`config.mk`:
```
export PLATFORM = sky130hd
export DESIGN_NAME = pga_gain_accum
export DESIGN_NICKNAME = d
export VERILOG_FILES = /design/src/rtl/pga_pkg.sv /design/src/rtl/pga_rst_sync.sv /design/src/rtl/pga_scale_sat.sv /design/src/rtl/pga_accum.sv /design/src/rtl/pga_gain_accum.sv
export SDC_FILE = /design/constraint.sdc
export NUM_CORES = 1
export LEC_CHECK = 0
export BUFFER_PORTS_ARGS = -buffer_cell sky130_fd_sc_hd__buf_4
export CAP_MARGIN = 0
export CORE_UTILIZATION = 45
export CTS_CLUSTER_SIZE = 25
export DETAILED_ROUTE_END_ITERATION = 7
export PLACE_DENSITY = 0.74
export SYNTH_ARGS = -nofsm -noshare
export SYNTH_HDL_FRONTEND = slang
export SYNTH_SLANG_ARGS = --single-unit
```
`constraint.sdc`:
```
create_clock -name clk -period 4.1 [get_ports clk]
set_input_delay 0.615 -clock clk [delete_from_list [all_inputs] [get_ports clk]]
set_output_delay 0.615 -clock clk [all_outputs]
set_load 0.01 [all_outputs]
```
`src/rtl/pga_pkg.sv`:
```
package pga_pkg;
  localparam int PGA_PIX_W  = 8;
  localparam int PGA_N_SUMS = 3;

  typedef enum int {
    SUM_V  = 0,
    SUM_VV = 1,
    SUM_VP = 2
  } sum_sel_e;
endpackage

```
`src/rtl/pga_rst_sync.sv`:
```
module pga_rst_sync (
  input  logic clk,
  input  logic rst_n,
  output logic rst_n_sync
);
  logic [1:0] sync_q;
  logic [1:0] sync_d;

  always_comb begin
    sync_d = {sync_q[0], 1'b1};
  end

  always_ff @(posedge clk or negedge rst_n) begin
    if (!rst_n) begin
      sync_q <= 2'b00;
    end else begin
      sync_q <= sync_d;
    end
  end

  assign rst_n_sync = sync_q[1];
endmodule

```
`src/rtl/pga_scale_sat.sv`:
```
module pga_scale_sat #(
  parameter int PIX_W     = 8,
  parameter int GAIN_W    = 16,
  parameter int GAIN_FRAC = 8,
  parameter int OFS_W     = 9
) (
  input  logic [PIX_W-1:0]         pix,
  input  logic [GAIN_W-1:0]        gain,
  input  logic signed [OFS_W-1:0]  ofs,
  output logic [PIX_W-1:0]         v_sat
);
  localparam int PROD_W = PIX_W + GAIN_W;
  localparam int SH_W   = PROD_W - GAIN_FRAC;
  localparam int SUM_W  = ((SH_W > OFS_W) ? SH_W : OFS_W) + 2;
  localparam logic signed [SUM_W-1:0] PIX_MAX = SUM_W'((1 << PIX_W) - 1);

  logic [PROD_W-1:0]       prod;
  logic [SH_W-1:0]         scaled;
  logic signed [SUM_W-1:0] scaled_s;
  logic signed [SUM_W-1:0] ofs_s;
  logic signed [SUM_W-1:0] total;

  always_comb begin
    prod     = PROD_W'(pix) * PROD_W'(gain);
    scaled   = prod[PROD_W-1:GAIN_FRAC];
    scaled_s = SUM_W'(scaled);
    ofs_s    = SUM_W'(ofs);
    total    = scaled_s + ofs_s;
    if (total < 0) begin
      v_sat = '0;
    end else if (total > PIX_MAX) begin
      v_sat = '1;
    end else begin
      v_sat = total[PIX_W-1:0];
    end
  end
endmodule

```
`src/rtl/pga_accum.sv`:
```
module pga_accum #(
  parameter int ACC_W = 40,
  parameter int IN_W  = 16
) (
  input  logic             clk,
  input  logic             rst_n,
  input  logic             clr,
  input  logic             add_en,
  input  logic [IN_W-1:0]  addend,
  output logic [ACC_W-1:0] acc
);
  logic [ACC_W-1:0] acc_q;
  logic [ACC_W-1:0] acc_d;

  always_comb begin
    acc_d = acc_q;
    if (clr) begin
      acc_d = '0;
    end else if (add_en) begin
      acc_d = acc_q + ACC_W'(addend);
    end
  end

  always_ff @(posedge clk or negedge rst_n) begin
    if (!rst_n) begin
      acc_q <= '0;
    end else begin
      acc_q <= acc_d;
    end
  end

  assign acc = acc_q;
endmodule

```
`src/rtl/pga_gain_accum.sv`:
```
module pga_gain_accum
  import pga_pkg::*;
#(
  parameter int GAIN_W    = 16,
  parameter int GAIN_FRAC = 8,
  parameter int OFS_W     = 9,
  parameter int ACC_W     = 40
) (
  input  logic                    clk,
  input  logic                    rst_n,
  input  logic                    in_valid,
  input  logic [PGA_PIX_W-1:0]    in_pix,
  input  logic [PGA_PIX_W-1:0]    in_p0,
  input  logic [GAIN_W-1:0]       gain,
  input  logic signed [OFS_W-1:0] offset,
  input  logic                    clr,
  output logic [ACC_W-1:0]        sum_v,
  output logic [ACC_W-1:0]        sum_vv,
  output logic [ACC_W-1:0]        sum_vp
);
  localparam int ADD_W = 2 * PGA_PIX_W;

  logic                 rst_n_int;
  logic [PGA_PIX_W-1:0] v_comb;

  logic                 vld_q, vld_d;
  logic [PGA_PIX_W-1:0] v_q, v_d;
  logic [PGA_PIX_W-1:0] p0_q, p0_d;
  logic                 stage_en;

  logic                 add_en;
  logic [ADD_W-1:0]     addend [PGA_N_SUMS];
  logic [ACC_W-1:0]     acc    [PGA_N_SUMS];

  pga_rst_sync rst_sync_i (
    .clk        (clk),
    .rst_n      (rst_n),
    .rst_n_sync (rst_n_int)
  );

  pga_scale_sat #(
    .PIX_W     (PGA_PIX_W),
    .GAIN_W    (GAIN_W),
    .GAIN_FRAC (GAIN_FRAC),
    .OFS_W     (OFS_W)
  ) scale_i (
    .pix   (in_pix),
    .gain  (gain),
    .ofs   (offset),
    .v_sat (v_comb)
  );

  // stage register: clamped value and its side parameter
  always_comb begin
    stage_en = in_valid & ~clr;
    vld_d    = stage_en;
    v_d      = v_q;
    p0_d     = p0_q;
    if (stage_en) begin
      v_d  = v_comb;
      p0_d = in_p0;
    end
  end

  always_ff @(posedge clk or negedge rst_n_int) begin
    if (!rst_n_int) begin
      vld_q <= 1'b0;
      v_q   <= '0;
      p0_q  <= '0;
    end else begin
      vld_q <= vld_d;
      v_q   <= v_d;
      p0_q  <= p0_d;
    end
  end

  // operands of the three sums
  always_comb begin
    add_en         = vld_q & ~clr;
    addend[SUM_V]  = ADD_W'(v_q);
    addend[SUM_VV] = ADD_W'(v_q) * ADD_W'(v_q);
    addend[SUM_VP] = ADD_W'(v_q) * ADD_W'(p0_q);
  end

  for (genvar gi = 0; gi < PGA_N_SUMS; gi++) begin : g_sum
    pga_accum #(
      .ACC_W (ACC_W),
      .IN_W  (ADD_W)
    ) accum_i (
      .clk    (clk),
      .rst_n  (rst_n_int),
      .clr    (clr),
      .add_en (add_en),
      .addend (addend[gi]),
      .acc    (acc[gi])
    );
  end

  assign sum_v  = acc[SUM_V];
  assign sum_vv = acc[SUM_VV];
  assign sum_vp = acc[SUM_VP];
endmodule

```
======== Yosys cells after proc, flatten, opt, wreduce, memory -nomap -nowiden ========
Cells that the tools add are included.
word-level totals
  input port bits ......................... 45
  register bits ........................... 139
  output and inout bits ................... 120
  word-level logic and storage cells ...... 28
cells by class
  add/sub/neg operators ................... 4
  reduce and logical (&&, ||, !) cells .... 1
  order comparisons ....................... 2
  multiplexer cells ....................... 8
  bitwise gates (word level) .............. 3
  multiply operators ...................... 3
operators with widths
  kind                                                                            count
  40-bit 2-to-1 mux                                                               6
  40-bit by 16-bit adder with 40-bit output                                       2
  40-bit by 8-bit adder with 40-bit output                                        1
  8-bit by 8-bit multiplier with 16-bit output                                    2
  8-bit by 16-bit multiplier with 24-bit output                                   1
  17-bit by 9-bit adder with 18-bit output                                        1
  18-bit by 9-bit > comparator with 1-bit output (second input constant)          1
  18-bit by 1-bit less-than comparator with 1-bit output (second input constant)  1
  8-bit 2-to-1 mux                                                                2
  1-bit bitwise AND                                                               2
  2-bit nonzero test                                                              1
  1-bit NOT                                                                       1

======== Longest topological paths before layout ========
Gate-level depths: netlist of the first run.
  depth in word-level cells ............... 5
  gate-level depth with buffers ........... 29
  mapped depth without buffers ............ 27

======== Cells and area by module ========
Synthesis of the first run repeated with hierarchy kept, for this count alone.
second synthesis, totals
  cells, all modules ...................... 2000
  area, all modules ....................... 17879.6 um2
modules (own cells, without submodules)
  module                            area each (um2)  sequential area each (um2)  cells an instance  instances
  pga_accum (g_sum[1].accum_i ...)  2751.4           1001.0                      304                2
  pga_scale_sat                     4734.5           0.0                         545                1
  pga_gain_accum                    4503.1           425.4                       499                1
  pga_accum (g_sum[0].accum_i)      3085.5           1001.0                      345                1
  pga_rst_sync                      53.8             50.0                        3                  1

======== Least setup slack after synthesis of the first run ========
Ideal clock, no wire load.
  path kind ............................... input -> register
  from .................................... input port in_pix[7]
  to ...................................... register v_q[0]
  required time ........................... 3.964 ns
  data arrival time ....................... 6.917 ns
  stages on the path ...................... 27
  slack ................................... -2.954 ns
  library setup time ...................... 0.136 ns
  cell sequence ........................... clkbuf_1 > and2_1 > fa_1 > fa_1 > fa_1 > inv_1 > fa_1 > inv_1 > ha_1 > o211ai_1 > a22oi_1 > and3_1 > a221oi_1 > or2_2 > o31ai_1 > a31oi_1 > xnor2_1 > ha_1 > buf_2 > nand3_1 > nor4_1 > o21ai_0 > and4b_1 > a2111oi_0 > nand4_1 > nor4_4 > a21oi_1
on the way
  cells in the longest elaborated chain, start to end .. 5
RTL lines
  item                                               RTL line              source
  from (decl)                                        pga_gain_accum.sv:12  input logic [PGA_PIX_W-1:0] in_pix,
  8-bit by 16-bit multiplier with 24-bit output (*)  pga_scale_sat.sv:24   prod = PROD_W'(pix) * PROD_W'(gain);
  17-bit by 9-bit adder with 18-bit output (*)       pga_scale_sat.sv:28   total = scaled_s + ofs_s;
  18-bit by 9-bit > comparator with 1-bit output     pga_scale_sat.sv:31   end else if (total > PIX_MAX) begin
  8-bit 2-to-1 mux                                   pga_scale_sat.sv:31
  8-bit 2-to-1 mux (*)                               pga_scale_sat.sv:29   if (total < 0) begin
  to (signal assigned)                               pga_gain_accum.sv:72  v_q <= v_d;
  to (decl)                                          pga_gain_accum.sv:27  logic [PGA_PIX_W-1:0] v_q, v_d;
Mark *: on every way between the ends. The rest lies on a longest branch, timed or not.
A chain may end at the register's enable or synchronous reset.

======== Worst setup path after layout of the first run ========
  from .................................... input port gain[1]
  to ...................................... register v_q[5]
on the way
  cells in the longest elaborated chain, start to end .. 5
RTL lines
  item                                               RTL line              source
  from (decl)                                        pga_gain_accum.sv:14  input logic [GAIN_W-1:0] gain,
  8-bit by 16-bit multiplier with 24-bit output (*)  pga_scale_sat.sv:24
  17-bit by 9-bit adder with 18-bit output (*)       pga_scale_sat.sv:28
  18-bit by 9-bit > comparator with 1-bit output     pga_scale_sat.sv:31
  8-bit 2-to-1 mux                                   pga_scale_sat.sv:31
  8-bit 2-to-1 mux (*)                               pga_scale_sat.sv:29
Marks and branches as above.

==> out/results.txt, run 1 <==
status: complete, but fails checks
violated checks: setup timing
#FFs+latches synth: 139
Mean Syn Cell Area: 9.16 sq um
FF-to-FF End: g_sum[1].accum_i.acc[34]
vias in the first global route: 14,200
Starting Density: 45.9%
worst hold path class: flip-flop to async pin
Ant. Diodes: 0
maxcap violations: 0
worst-path fanout max: 8
first-pass GRT wire length: 68,800 um
final layout net count: 2,506
fillers: 2,913
Reg area: 3490 sq um
total CTS buffers: 17
RSZ-0062 raised after global routing: true
Die ar.: 36,200 sq um
post-synth net total: 2,108
placed cells: 2,554
Arr. time, crit path: 6750 ps
Synth async-reset ratio: 100%
final setup fails: 73
H-tree Lvls: 4
Ys Warns: 0
GRT Total Usage: 23.6%
die width: 190 um
number of port buffers: 164
fmax: 155 MHz
Synth cell types: 63
drt drc: 0
RePlAce Congestion: 0.866
CTS root buf: clkbuf_16
RR Startpoint: v_q[3]
Top FF cell, synth: dfrtp_1
DIE HEIGHT: 190 um
Worst Tran Pin Value: 1130 ps
HPWL Detailed: 31,700 um
worst setup margin: -2340 ps
Crit. End Element: flip-flop
Multi-input gate area: 12,000 sq um
Vias/cell: 5.20
count of pins over their slew limit: 0
gr ovfl total: 0
standard-cell rows: 68
clock sink count: 139
WL/cell: 15.7 um
worst reg2reg setup slack: -840 ps
clock slew at reported path FFs: 60 ps
Tcrit/Tclk final: 157%
Non-Filler Instances: 2,606
slew margin rel.: 24.2%
area grow syn2layout: 31.1%
Detailed Route Iter0 Violations: 602
cells on worst reg2reg path: 20
pin count of the biggest net entering global routing: 63
I/O pin count: 165
CP required: 4410 ps
share of layout cells above drive strength 1: 27.8%
critical path type: primary input to flip-flop
drt first pass iters: 5
CTS Buffer Depth: 2
WL final: 41,000 um
Antenna Violating Nets Remaining: 0
crit path time final: 6440 ps
sequential element share of the synthesized area: 21.8%
Post-Synthesis Cells: 1,740
Core ar.: 34,700 sq um
clk_lat worst skew: 440 ps
critical path launch point type: primary input
antenna violations before repair: 0
clock skew: 14.0 ps
Final Hold Fails: 0
post-synthesis cell area: 15,900 sq um
EDFF count, synth: 0
CTS tree: yes
vias: 13,600
-- cell usage in the layout (no fill, tap or decap), types with 7 or more instances in the layout --
| cell | count |
|---|---|
| a211oi_1 | 9 |
| a21o_1 | 20 |
| a21oi_1 | 62 |
| and2_1 | 139 |
| and2_4 | 9 |
| and3_1 | 17 |
| and4_1 | 7 |
| buf_4 | 417 |
| buf_6 | 13 |
| clkbuf_16 | 17 |
| dfrtp_1 | 132 |
| fa_1 | 168 |
| ha_1 | 135 |
| ha_2 | 7 |
| ha_4 | 7 |
| inv_1 | 219 |
| mux2_2 | 9 |
| mux2i_1 | 36 |
| nand2_1 | 122 |
| nand2b_1 | 9 |
| nand3_1 | 24 |
| nand4_1 | 22 |
| nor2_1 | 148 |
| nor2b_1 | 11 |
| nor3_1 | 26 |
| nor3_2 | 10 |
| o21a_1 | 11 |
| o21ai_0 | 46 |
| or2_2 | 8 |
| or3_1 | 14 |
| xnor2_1 | 83 |
| xor2_1 | 37 |
-- worst max-delay path by stage --
stage,end,from,cells after the start
floorplan,v_q[0],in_pix[2],27
global route,v_q[3],gain[1],27
global placement,v_q[7],gain[3],29
detailed placement,v_q[3],gain[3],27
CTS,v_q[3],in_pix[2],27
finish,v_q[5],gain[1],27
-- routing by layer --
layer  vias up  GRT usage, %  wire length [um]
li1       6485             -                 -
met1      6794          30.3             17900
met2       234          41.3             20900
met3        49          3.01              1330
met4         0          7.02               869
met5         -             0                 0
-- worst max-delay path, cell delays in order --
cell and delay [ps]:
buf_4 130, and2_4 160, fa_2 400, fa_1 540
inv_1 50, fa_1 470, inv_1 50, fa_1 480
ha_4 200, nor4_4 310, o311ai_2 180, and3_4 210
a221oi_4 300, nor3_2 90, o21a_1 200, nor2_2 100
xnor2_1 70, ha_1 330, nand3_2 90, or4_4 440
a211o_1 320, a311oi_4 290, buf_4 170, a2111oi_4 40
nor4_4 270, buf_6 170, a21oi_1 70
-- cells by family (layout without fill, tap and decap cells) --
logic type | after synthesis | count (layout) | synth area share, %
XOR/XNOR | 120 | 120 | 6.60
AO/OA/AOI/OAI | 223 | 223 | 8.90
other | 1 | 1 | 0.0235
flip-flops | 139 | 139 | 21.8
adder cells (fa/ha/maj) | 323 | 323 | 33.6
buffers and inverters | 281 | 692 | 6.64
AND/OR/NAND/NOR | 608 | 608 | 19.5
multiplexers | 45 | 45 | 2.90
-- metrics by stage --
| step | area, sq um | utilization [%] | hold WS (ps) | setup TNS, ps | setup slack (ps) |
|---|---|---|---|---|---|
| 2_1_floorplan | 16400 | - | 319 | -42380 | -2510 |
| 3_5_place_dp | 19800 | 57.0 | 350 | -67060 | -3070 |
| 6_report | 20900 | 60.2 | 336 | -58840 | -2340 |
| 4_1_cts | 20700 | 59.6 | 351 | -59870 | -2440 |
| 3_3_place_gp | 19800 | 57.0 | 337 | -61370 | -2850 |
| 5_1_grt | 20900 | 60.2 | 377 | -76030 | -2610 |
-- final cells by class --
class,count,share of cell area (%)
sequential,139,16.7
inverter,224,4.02
multi-input combinational,1320,57.4
clock buffer,20,2.09
timing repair buffer,436,16.2
tap,455,2.72
clock inverter,12,0.886
-- synthesized netlist by cell type, types with 5 or more instances --
master | count | area, sq um
nor3_1 | 35 | 175
nand4_1 | 22 | 138
fa_1 | 174 | 3480
xnor2_1 | 83 | 727
nand2_1 | 128 | 480
o21ai_0 | 55 | 275
o21a_1 | 11 | 82.6
o21bai_1 | 7 | 52.6
nand2b_1 | 9 | 56.3
nor3b_1 | 5 | 37.5
nor4b_1 | 5 | 43.8
nor2b_1 | 12 | 75.1
a21oi_1 | 68 | 340
or2_2 | 10 | 62.6
mux2i_1 | 36 | 360
a2111oi_0 | 7 | 61.3
or3_1 | 14 | 87.6
nor2_1 | 150 | 563
ha_1 | 149 | 1860
a31oi_1 | 8 | 50.1
xor2_1 | 37 | 324
and4_1 | 7 | 61.3
and2_1 | 148 | 926
and3_1 | 20 | 125
nand3_1 | 26 | 130
mux2_2 | 9 | 101
inv_1 | 224 | 841
a211oi_1 | 11 | 82.6
a31o_2 | 5 | 43.8
dfrtp_1 | 139 | 3480
clkbuf_1 | 50 | 188
a21o_1 | 20 | 150
o211ai_1 | 5 | 37.5
-- flip-flops by register name (all words and copies together) (netlist names) --
register / cells
vld_q: 1
p0_q: 8
v_q: 8
g_sum.accum_i.acc: 120
rst_sync_i.sync_q: 2
-- repair_timing --
item,CTS,global route
endpoints found under the hold margin,2,0
gates cloned,1,0
setup endpoints to repair,75,76
pin swaps,20,26
hold buffers,1,0
buffers inserted,10,8
gates resized for setup,41,42
Power of run 1 is left out: the tool's default activity adds up to more than one toggle a clock period on the data nets, which glitch-free logic cannot reach.
==> run 2: changes to the inputs <==
- PLACE_DENSITY: 0.74 -> 0.72
- clock period: 4.1 -> 7.9 ns (I/O delays scaled with it)
==> run 2 against run 1 <==
The run now ends clean. Critical path depth grew 2. Via count is 6.2% lower. Clock skew fell by 4.7 ps. Utilization shrank 7.4 points. Die area unchanged. Setup slack improved by 2700 ps. Critical endpoint is now v_q[1]. Sequential cell count unchanged.
==> out/results.txt, run 2 (same netlist as run 1, synthesis figures left out) <==
standard-cell rows: 68
area grow syn2layout: 15.1%
share of layout cells above drive strength 1: 13.8%
antenna violations before repair: 0
critical path type: primary input to flip-flop
critical path launch point type: primary input
Detailed Route Iter0 Violations: 579
largest stage delay on the critical path: 550 ps
gr ovfl total: 0
most common cell after layout, fill and taps aside: inv_1
clock sink count: 139
worst-path fanout max: 8
clock slew at reported path FFs: 60 ps
drt first pass iters: 5
Vias/cell: 5.38
final setup fails: 0
H-tree Lvls: 4
worst setup margin: 370 ps
pin count of the biggest net entering global routing: 73
Arr. time, crit path: 7880 ps
worst hold path class: flip-flop to flip-flop
CTS root buf: clkbuf_16
Crit. End Element: flip-flop
die width: 190 um
maxcap violations: 0
GRT Total Usage: 21.5%
final layout net count: 2,267
clock skew: 9.34 ps
RR Startpoint: v_q[4]
drt drc: 0
HPWL Detailed: 29,300 um
CP startpoint: gain[1]
status: complete, no violations
Buf/Inv on CP: 6
post-CTS setup buffers: 0
worst reg2reg setup slack: 1510 ps
crit path time final: 7530 ps
Antenna Violating Nets Remaining: 0
WL final: 37,400 um
Die ar.: 36,200 sq um
CP max stage cell: fa_1
vias in the first global route: 13,000
number of port buffers: 164
Worst Tran Pin Value: 1150 ps
pre-CTS WS: -268 ps
count of pins over their slew limit: 0
RePlAce Congestion: 0.847
clk_lat worst skew: 430 ps
DIE HEIGHT: 190 um
total CTS buffers: 17
WL/cell: 15.8 um
Final Hold Fails: 0
CTS tree: yes
I/O pin count: 165
Tcrit/Tclk final: 95.3%
max FFs per register: 120
Core ar.: 34,700 sq um
commonest cells after routing, fill and taps aside: inv_1, buf_4, fa_1
Ant. Diodes: 0
CP top delay family: adder cells
fmax: 133 MHz
CTS Buffer Depth: 2
Starting Density: 45.9%
slew margin rel.: 23.3%
CP required: 8250 ps
hold path start: rst_sync_i.sync_q[0]
first-pass GRT wire length: 63,500 um
hold slack: 347 ps
vias: 12,700
## run 2: what timing repair did
item | 4_1_cts | 5_1_grt
hold buffers | 0 | 0
resized for setup | 0 | 5
setup endpoints to repair | 0 | 8
## run 2: through the flow
step	cell area (sq um)	std cells	util, %	TNS [ps]
after global routing	18300	2365	52.8	-0.492
after floorplan	15900	1740	-	0
after global placement	17800	2335	51.2	0
final	18300	2365	52.8	0
after CTS	18300	2365	52.8	0
after detailed placement	17800	2335	51.2	-2060
## run 2: cell type report
| cell class | instances | area [sq um] |
|---|---|---|
| Clock buffer | 21 | 480 |
| Timing Repair Buffer | 197 | 1480 |
| Fill cell | 3196 | 16400 |
| Clock inverter | 9 | 65.1 |
| Inverter | 224 | 841 |
| Sequential cell | 139 | 3480 |
| Tap cell | 455 | 569 |
| Multi-Input combinational cell | 1320 | 11400 |
## run 2: path summary, 6_finish.rpt
check / to / cells past startpoint
worst min-delay path: rst_sync_i.sync_q[1] / 0
max in group asynchronous: vld_q / 1
min in group asynchronous: g_sum[0].accum_i.acc[17] / 0
worst max-delay path: v_q[1] / 29
worst min register to register: rst_sync_i.sync_q[1] / 0
worst max register to register: g_sum[2].accum_i.acc[28] / 17
## run 2: layer usage
metal / vias up / share of wire, % / GRT usage (%)
li1: 6019 / - / -
met4: 0 / 1.6 / 5.23
met3: 36 / 3.1 / 2.82
met2: 235 / 50 / 37.1
met5: - / 0 / 0
met1: 6427 / 45 / 28.6
Power of run 2 is left out for the same reason.
